### src/rtl/bus_decoder.sv
module bus_decoder #(
  parameter int CHIP_RAM_KB = 512,
  parameter int TIMEOUT     = 64,
  parameter bit OVL_RESET   = 1'b1
) (
  input  logic        clk,
  input  logic        rst_n,
  input  logic [23:0] addr,
  input  logic        as_n,
  input  logic        ds_n,
  input  logic        rw,
  input  logic        wr_data_lsb,
  output logic        sel_ram,
  output logic        sel_rom,
  output logic        sel_pia_a,
  output logic        sel_pia_b,
  output logic        sel_regs,
  output logic        sel_exp,
  output logic        dtack_n,
  output logic        berr_n
);
  localparam logic [31:0] RAM_BYTES = 32'(CHIP_RAM_KB) * 32'd1024;
  localparam int          CW        = $clog2(TIMEOUT + 1);
  localparam logic [CW-1:0] LAST    = CW'(TIMEOUT - 1);

  logic          ovl;
  logic          ack_q;
  logic          berr_q;
  logic [CW-1:0] wait_cnt;

  wire active  = ~as_n;
  wire in_ram  = {8'd0, addr} < RAM_BYTES;
  wire in_rom  = addr[23:19] == 5'b11111;
  wire in_pia  = addr[23:16] == 8'hBF;
  wire in_regs = addr[23:12] == 12'hDFF;
  wire in_exp  = (addr >= 24'h200000) && (addr < 24'hA00000);
  wire shadow  = ovl & rw;

  assign sel_ram   = active & in_ram & ~shadow;
  assign sel_rom   = active & (in_rom | (in_ram & shadow));
  assign sel_pia_a = active & in_pia &  addr[0] & ~addr[12];
  assign sel_pia_b = active & in_pia & ~addr[0] & ~addr[13];
  assign sel_regs  = active & in_regs;
  assign sel_exp   = active & in_exp;

  wire any_sel  = sel_ram | sel_rom | sel_pia_a | sel_pia_b | sel_regs | sel_exp;
  wire ovl_hit  = sel_pia_a & ~rw & ~ds_n & ~ack_q & (addr[11:8] == 4'd0);

  assign dtack_n = ~ack_q;
  assign berr_n  = ~berr_q;

  always_ff @(posedge clk or negedge rst_n) begin
    if (!rst_n) begin
      ack_q <= 1'b0;
      ovl   <= OVL_RESET;
    end else begin
      ack_q <= any_sel & ~ds_n;
      if (ovl_hit) ovl <= wr_data_lsb;
    end
  end

  always_ff @(posedge clk or negedge rst_n) begin
    if (!rst_n) begin
      wait_cnt <= '0;
      berr_q   <= 1'b0;
    end else if (as_n || any_sel) begin
      wait_cnt <= '0;
      berr_q   <= 1'b0;
    end else begin
      if (!berr_q) wait_cnt <= wait_cnt + 1'b1;
      if (wait_cnt == LAST) berr_q <= 1'b1;
    end
  end
endmodule

### config.mk
export PLATFORM = sky130hd
export DESIGN_NAME = bus_decoder
export DESIGN_NICKNAME = d
export VERILOG_FILES = /design/src/rtl/bus_decoder.sv
export SDC_FILE = /design/constraint.sdc
export NUM_CORES = 1
export LEC_CHECK = 0
export BUFFER_PORTS_ARGS = -buffer_cell sky130_fd_sc_hd__buf_2
export CAP_MARGIN = 20
export CELL_PAD_IN_SITES_DETAIL_PLACEMENT = 1
export CELL_PAD_IN_SITES_GLOBAL_PLACEMENT = 1
export CORE_MARGIN = 3
export CORE_UTILIZATION = 29
export DETAILED_ROUTE_END_ITERATION = 10
export PLACE_DENSITY_LB_ADDON = 0.1
export SYNTH_ARGS = -nofsm -noshare
export SYNTH_HDL_FRONTEND = slang
export SYNTH_SLANG_ARGS = --single-unit
### constraint.sdc
create_clock -name clk -period 1.8 [get_ports clk]
set_clock_uncertainty 0.2 [all_clocks]
set_input_delay 0.18 -clock clk [delete_from_list [all_inputs] [get_ports clk]]
set_output_delay 0.18 -clock clk [all_outputs]
set_load 0.02 [all_outputs]
==> impl_metrics.ini, run 1 <==
[synth]
synth_fp_nets = 108
synthArstFlopShare_pct = 100
synth_warnings = 0
yosysTopAreaCellShare_pct = 33.7
synth_area_um2 = 668
synth_cells = 77
synth_edf_count = 0
ys_seq_elements = 10
synthTopCellsByArea = dfrtp_1 (34%), nor3_1 (9.7%), xor2_1 (5.2%)
synthFlopType = dfrtp_1
synth_top_area_cell = dfrtp_1
yosysUniqueCellTypes = 31
postSynthAreaPerCell_um2 = 8.68
ys_seq_area_share_pct = 37.6

[power]
p_sw_uw = 127
power_frac_seq_pct = 44.9
leakage_nw = 0.411
peakVddDrop_mv = 0.337
sw_frac_of_total_pct = 24.6
p_comb_share_pct = 16.0
intPower_uw = 390
powerDensity_mw_per_mm2 = 565
p_clk_share_pct = 39.1

[routing]
vias_per_cell = 4.69
drt_iter0_drc = 2
num_vias = 652
totalWireLength_um = 1730
wl_per_cell_um = 12.5
ant_nets = 0
drt_first_pass_iters = 3
post-route-drc-count = 0

[worst_setup_path]
cp_top_family = buffers and inverters
critical_path.max_stage_delay_ns = 0.54
crit_type = in2reg
path_buf_inv = 2
crit_path_start_kind = input pin
reg2reg_depth = 4
crit_arrival_ns = 1.64
critPathSlowestCell = dlygate4sd3_1
worstPathCellList = dlygate4sd3_1, buf_2, nor4_2, nand2_1, nor4_4, mux2_1
crit_path_end_kind = flip-flop
critPathRequiredTime_ns = 1.79
r2r_end = ovl
regToRegSetupSlack_ns = 0.28
reg2reg_from = ack_q
crit_fanout = 2

[final_layout]
diodes = 0
drive_gt1_share_pct = 36.6
area_growth_pct = 37.1
final_area_um2 = 916
nNetsFinal = 144
fillers = 257

[clock_tree]
clkLatencyLatePin_ns = 0.27
cts_tree = yes
clockRootBuffer = clkbuf_4
ctsLongestPathBuffers = 2
cts.htree.levels = 1
cts.sinks = 10
cts_buffers = 3
clkTransAtPathRegs_ns = 0.07
cts_setup_buffers = 0

[global_route]
grt_overflow = 0
grt_antenna_before_repair = 0
grt_pass1_vias = 644
grt_max_degree = 11
groute.usage.overall_pct = 12.9
grt_pass1_wl_um = 2670

[place]
place_congestion = 0.696
port_buffers = 30
dp_hpwl_um = 1390
placed_cell_area_um2 = 843

[sta]
maxSlewHeadroom_pct = 81.2
worst_pin_slew_ns = 0.280
rsz0062_at_grt = false
finalMaxSlewViolations = 0
setup_violations = 0
finalSetupTns_ns = 0
hold_violations = 0
min_period_over_period_pct = 91.7
clock.fmax_mhz = 606
period_needed_ns = 1.65

[job]
maxCapViolCount = 0

[floorplan]
io_pins = 38
die_w_um = 54
start_util_pct = 32.4
core_area_mm2 = 0.00206
dieArea_mm2 = 0.00292
fp-row-count = 16
fp.dieH_um = 54

[hold_path]
hold_path_class = in2reg
hold_end = ack_q
hold_path_depth = 3
hp-start = as_n

[run_status]
outcome = complete, no violations
## routing by layer
layer,global-route usage (%),vias up,share of wire (%)
li1,-,343,-
met1,16.1,287,49
met2,21.2,22,43
met3,5.82,0,8.3
met4,1.24,0,0
met5,0,-,0
## state kept, by name, indices dropped and copies added (netlist names)
name,cells
wait_cnt,7
berr_q,1
ovl,1
ack_q,1
## how the worst max path moves through the flow
stage | from | endpoint | slack [ns] | cells past startpoint
2_1_floorplan | addr[19] | sel_pia_a | 0.18 | 4
3_3_place_gp | addr[19] | ovl | 0.06 | 5
3_5_place_dp | addr[19] | ovl | 0.03 | 5
4_1_cts | ds_n | ovl | 0.10 | 6
5_1_grt | addr[19] | sel_regs | 0.05 | 6
6_report | ds_n | ovl | 0.15 | 6
## synth_stat cells (2+ instances only)
library cell,n
a21o_1,2
a21oi_1,2
clkbuf_1,2
dfrtp_1,9
inv_1,2
nand2_1,6
nand3_1,5
nor2_1,7
nor3_1,13
or3_1,3
xnor2_1,3
xor2_1,4
## worst reg2reg max path, cell delays in order (launching register included)
cell and delay [ns]:
dfrtp_1 0.39, nor4_2 0.22, nand2_1 0.12, nor4_4 0.16, mux2_1 0.35
## power by group through the flow
stage                     logic (mW)  clock network [mW]  registers (mW)
final                         0.0828               0.203           0.232
after global routing          0.0932               0.226           0.233
after CTS                     0.0832               0.214           0.232
after detailed placement      0.0777                   0           0.236
after global placement        0.0766                   0           0.236
after floorplan               0.0378                   0           0.236
## through the flow
| stage | setup slack (ns) | hold slack, ns | cells | total power, mW | util [%] |
|---|---|---|---|---|---|
| 4_1_cts | 0.100 | 0.0535 | 139 | 0.529 | 44.1 |
| 5_1_grt | 0.0507 | 0.0757 | 139 | 0.552 | 44.4 |
| 3_3_place_gp | 0.0566 | -0.144 | 132 | 0.313 | 40.9 |
| 6_report | 0.149 | 0.0668 | 139 | 0.518 | 44.4 |
| 3_5_place_dp | 0.0321 | -0.151 | 132 | 0.314 | 40.9 |
| 2_1_floorplan | 0.178 | -0.316 | 77 | 0.273 | - |
## cell usage in the layout, fill, tap and decap left out, drive strengths merged
cell,n
buf,32
nor3,13
dfrtp,9
nor2,7
nand2,6
nand3,5
xor2,4
clkbuf,4
or3,3
xnor2,3
dlygate4sd3,3
a21oi,3
inv,2
a21o,2
nor4,2
o32ai,1
nand3b,1
nand2b,1
or2,1
nand4,1
o21a,1
o22ai,1
o21bai,1
mux2,1
nand4b,1
nor2b,1
mux2i,1
ha,1
dfstp,1
## cell families after synthesis
family                   count (synthesis)  synth area share [%]
AND/OR/NAND/NOR                         42                  33.9
flip-flops                              10                  37.6
AO/OA/AOI/OAI                            9                  9.55
XOR/XNOR                                 7                  9.18
buffers and inverters                    6                  4.68
multiplexers                             2                  3.18
adder cells (fa/ha/maj)                  1                  1.87
## layout make-up
cell class / instances / area [um2] / area share, %
Tap cell: 27 / 33.8 / 3.69
Timing Repair Buffer: 35 / 195 / 21.3
Multi-Input combinational cell: 61 / 392 / 42.8
Inverter: 2 / 7.51 / 0.820
Sequential cell: 10 / 251 / 27.5
Clock buffer: 4 / 36.3 / 3.96
## what timing repair did
action	in CTS	in global routing
resized for setup	0	1
setup endpoints to repair	0	1
hold endpoints to repair	12	0
hold buffers	3	0
Power figures use the tool's default switching activity.
==> inputs of run 2 (changes only) <==
==> config.mk (replaced) <==
export PLATFORM = sky130hd
export DESIGN_NAME = bus_decoder
export DESIGN_NICKNAME = d
export VERILOG_FILES = /design/src/rtl/bus_decoder.sv
export SDC_FILE = /design/constraint.sdc
export NUM_CORES = 1
export LEC_CHECK = 0
export BUFFER_PORTS_ARGS = -buffer_cell sky130_fd_sc_hd__buf_2
export CAP_MARGIN = 20
export CORE_MARGIN = 3
export CORE_UTILIZATION = 42
export DETAILED_ROUTE_END_ITERATION = 10
export PLACE_DENSITY = 0.77
export SYNTH_ARGS = -nofsm -noshare
export SYNTH_HDL_FRONTEND = slang
export SYNTH_SLANG_ARGS = --single-unit
==> impl_metrics.ini, run 2 (same netlist as run 1, synthesis figures left out) <==
[run_status]
outcome = complete, no violations

[routing]
drt_iter0_drc = 24
wl_per_cell_um = 12.4
ant_nets = 0
totalWireLength_um = 1560
post-route-drc-count = 0
drt_first_pass_iters = 4
vias_per_cell = 5.43
num_vias = 684

[global_route]
grt_antenna_before_repair = 0
grt_overflow = 0
groute.usage.overall_pct = 15.5
grt_max_degree = 11
grt_pass1_wl_um = 2320
grt_pass1_vias = 593

[worst_setup_path]
reg2reg_from = ack_q
crit_path_frequent_cell = buf_2
critical_path.max_stage_delay_ns = 0.42
r2r_end = ovl
critPathRequiredTime_ns = 1.42
regToRegSetupSlack_ns = 0.29
crit_path_start_kind = input pin
reg2reg_depth = 4
crit_arrival_ns = 1.38
crit_type = in2out
worstPathCellList = buf_2, nand2_1, or3_1, buf_4, nor3_1, buf_2
crit_path_end_kind = output port
crit_fanout = 5
critPathSlowestCell = or3_1

[clock_tree]
clkLatencyLatePin_ns = 0.27
clkTransAtPathRegs_ns = 0.07
cts.sinks = 10
ctsLongestPathBuffers = 2
cts_buffers = 3
cts.htree.levels = 1
clockRootBuffer = clkbuf_4
cts_setup_buffers = 0
cts_tree = yes

[place]
dp_hpwl_um = 1250
port_buffers = 30
placed_cell_area_um2 = 821
place_congestion = 0.751

[hold_path]
hold_end = ack_q
hp-start = as_n
hold_path_depth = 3
hold_path_class = in2reg

[final_layout]
largest_register = wait_cnt
diodes = 0
mostFrequentLayoutCell = buf_2
drive_gt1_share_pct = 34.2
nNetsFinal = 143
largest_reg_flops = 7
fillers = 118
layout_common_cells = buf_2 (30), nor3_1 (13), dfrtp_1 (9)
final_area_um2 = 877
area_growth_pct = 31.3

[floorplan]
die_w_um = 45.9
start_util_pct = 47.8
fp.dieH_um = 45.9
core_area_mm2 = 0.00140
io_pins = 38
dieArea_mm2 = 0.00211
fp-row-count = 13

[sta]
rsz0062_at_grt = false
worst_pin_slew_ns = 0.375
clock.fmax_mhz = 567
period_needed_ns = 1.76
hold_violations = 0
finalMaxSlewViolations = 0
min_period_over_period_pct = 98.0
setup_violations = 0
maxSlewHeadroom_pct = 75.0
whs_ns = 0.0592
finalSetupTns_ns = 0

[job]
maxCapViolCount = 0

[power]
leakage_nw = 0.399
peakVddDrop_mv = 0.299
powerDensity_mw_per_mm2 = 545
## run 2: changes by cell type in the layout (fill, tap and decap cells not counted), sizes merged
| cell | delta |
|---|---|
| buf | -1 |
## run 2: worst max-delay path: cells and delay by family
| family | cells | cell delay [ns] |
|---|---|---|
| AND/OR/NAND/NOR | 3 | 0.72 |
| buffers and inverters | 3 | 0.48 |
## run 2: metrics by stage
| stage | setup WS (ns) | total power [mW] | util [%] | std cells |
|---|---|---|---|---|
| after CTS | 0.0648 | 0.481 | 62.7 | 126 |
| after detailed placement | 0.0818 | 0.313 | 58.7 | 119 |
| final | 0.0358 | 0.478 | 62.7 | 126 |
| after global placement | 0.119 | 0.310 | 58.7 | 119 |
| after global routing | 0.0256 | 0.504 | 62.7 | 126 |
| after floorplan | 0.178 | 0.273 | - | 77 |
## run 2: repair_timing
item | CTS | global route
gates resized for setup | 0 | 0
hold endpoints to repair | 12 | 0
hold buffers | 3 | 0
## run 2: final cells by class
| cell class | instances | area, um2 | area share [%] |
|---|---|---|---|
| sequential | 10 | 251 | 28.7 |
| inverter | 2 | 7.51 | 0.856 |
| tap | 15 | 18.8 | 2.14 |
| timing repair buffer | 34 | 188 | 21.4 |
| clock buffer | 4 | 26.3 | 3.00 |
| multi-input combinational | 61 | 385 | 43.9 |
## run 2: worst max-delay path by stage
stage | slack [ns] | start | depth (start not counted) | to
6_report | 0.04 | addr[19] | 6 | sel_pia_b
5_1_grt | 0.03 | addr[19] | 6 | sel_pia_b
4_1_cts | 0.06 | addr[19] | 6 | sel_pia_b
3_5_place_dp | 0.08 | addr[19] | 6 | wait_cnt[6]
3_3_place_gp | 0.12 | addr[19] | 6 | wait_cnt[0]
2_1_floorplan | 0.18 | addr[19] | 4 | sel_pia_a
## run 2: where the power goes
part           total [mW]  switching (mW)  internal, mW
logic              0.0820          0.0437        0.0383
clock network       0.164          0.0785        0.0858
registers           0.232         0.00308         0.229
total               0.478           0.125         0.353
## run 2: metal layers
layer / vias to the layer above / global-route usage (%) / share of wire (%)
met1: 312 / 18.7 / 42
met2: 28 / 25.8 / 50
met3: 4 / 1.19 / 6.0
met5: - / 0 / 0
met4: 0 / 10.2 / 1.9
li1: 340 / - / -
==> inputs of run 3 (changes only) <==
--- a/config.mk
+++ b/config.mk
@@ -7,7 +7,6 @@
 export LEC_CHECK = 0
 export BUFFER_PORTS_ARGS = -buffer_cell sky130_fd_sc_hd__buf_2
 export CAP_MARGIN = 20
-export CORE_MARGIN = 3
 export CORE_UTILIZATION = 42
 export DETAILED_ROUTE_END_ITERATION = 10
 export PLACE_DENSITY = 0.77
==> impl_metrics.ini, run 3 (same netlist as run 1, synthesis figures left out) <==
[run_status]
outcome = complete, no violations

[global_route]
groute.usage.overall_pct = 21.1
grt_overflow = 0
grt_max_degree = 11
grt_pass1_vias = 637
grt_pass1_wl_um = 2680
grt_antenna_before_repair = 0

[place]
dp_hpwl_um = 1200
place_ws_ns = 0.0700
port_buffers = 30
numPlacedInstances = 120
place_congestion = 0.729

[sta]
clock.fmax_mhz = 608
period_needed_ns = 1.64
finalSetupTns_ns = 0
maxSlewHeadroom_pct = 75.1
hold_violations = 0
min_period_over_period_pct = 91.4
setup_ws_ns = 0.155
whs_ns = 0.0727
setup_violations = 0
finalMaxSlewViolations = 0
worst_pin_slew_ns = 0.374
rsz0062_at_grt = false

[routing]
wl_per_cell_um = 12.1
totalWireLength_um = 1540
post-route-drc-count = 0
vias_per_cell = 5.31
drt_iter0_drc = 9
num_vias = 674
drt_first_pass_iters = 4
ant_nets = 0

[worst_setup_path]
crit_fanout = 4
critPathSlowestCell = or3_4
crit_path_frequent_cell = buf_2
critical_path.max_stage_delay_ns = 0.41
crit_arrival_ns = 1.26
crit_type = in2out
cp-startpoint = addr[19]
critPathRequiredTime_ns = 1.42
crit_path_end_kind = output port
worstPathCellList = buf_2, nand2_1, or3_4, buf_4, nor3_1, buf_2
crit_path_start_kind = input pin
reg2reg_from = ack_q

[final_layout]
layout_common_cells = buf_2 (30), nor3_1 (13), dfrtp_1 (9)
diodes = 0
utilization_pct = 59.3
nNetsFinal = 143
finalNonFillerCells = 127
area_growth_pct = 32.2
mostFrequentLayoutCell = buf_2
largest_register = wait_cnt
drive_gt1_share_pct = 35.1
largest_reg_flops = 7
fillers = 131

[clock_tree]
cts_tree = yes
cts.htree.levels = 1
cts_setup_buffers = 0
cts_buffers = 3
ctsLongestPathBuffers = 2
clkLatencyLatePin_ns = 0.26
clkTransAtPathRegs_ns = 0.06
clockRootBuffer = clkbuf_4
cts.sinks = 10

[floorplan]
start_util_pct = 44.9
dieArea_mm2 = 0.00175
fp-row-count = 14
die_w_um = 41.9
core_area_mm2 = 0.00149
fp.dieH_um = 41.9
io_pins = 38

[power]
leakage_nw = 0.401
powerDensity_mw_per_mm2 = 537
peakVddDrop_mv = 0.320

[hold_path]
hp-start = as_n
hold_path_class = in2reg

[job]
maxCapViolCount = 0
[run 3: cell type report]
| class | instances | area [um2] | share of cell area [%] |
|---|---|---|---|
| Multi-Input combinational cell | 61 | 390 | 44.2 |
| Sequential cell | 10 | 251 | 28.5 |
| Timing Repair Buffer | 34 | 188 | 21.2 |
| Clock buffer | 4 | 26.3 | 2.97 |
| Tap cell | 16 | 20.0 | 2.27 |
| Inverter | 2 | 7.51 | 0.850 |
[run 3: worst max-delay path, delay by kind of cell]
| kind | cells | cell delay (ns) |
|---|---|---|
| AND/OR/NAND/NOR | 3 | 0.66 |
| buffers and inverters | 3 | 0.44 |
[run 3: worst paths after layout]
kind | end | slack [ns] | cells after the start
max | sel_pia_b | 0.16 | 6
min | ack_q | 0.07 | 3
max reg2reg | ovl | 0.31 | 4
min reg2reg | wait_cnt[6] | 0.37 | 2
max in group asynchronous | ovl | 1.06 | 2
min in group asynchronous | ack_q | 0.09 | 2
[run 3: power by group]
group	leakage, nW	internal, mW	total [mW]	switching (mW)
clock network	0.0150	0.0856	0.159	0.0737
registers	0.134	0.229	0.232	0.00338
logic	0.252	0.0384	0.0828	0.0444
[run 3: routing by layer]
metal | vias up | share of wire [%] | GRT usage (%)
li1 | 343 | - | -
met1 | 310 | 42 | 23.2
met2 | 19 | 52 | 35.3
met3 | 2 | 4.1 | 8.26
met4 | 0 | 2.1 | 9.68
met5 | - | 0 | 0
[run 3: metrics by stage]
stage | total power [mW] | instance area (um2)
after floorplan | 0.273 | 668
after global placement | 0.310 | 822
after detailed placement | 0.314 | 822
after CTS | 0.481 | 878
after global routing | 0.505 | 883
final | 0.474 | 883
[run 3: what timing repair did]
item,4_1_cts,5_1_grt
hold endpoints to repair,12,0
setup endpoints to repair,0,1
resized for setup,0,1
hold buffers,3,0
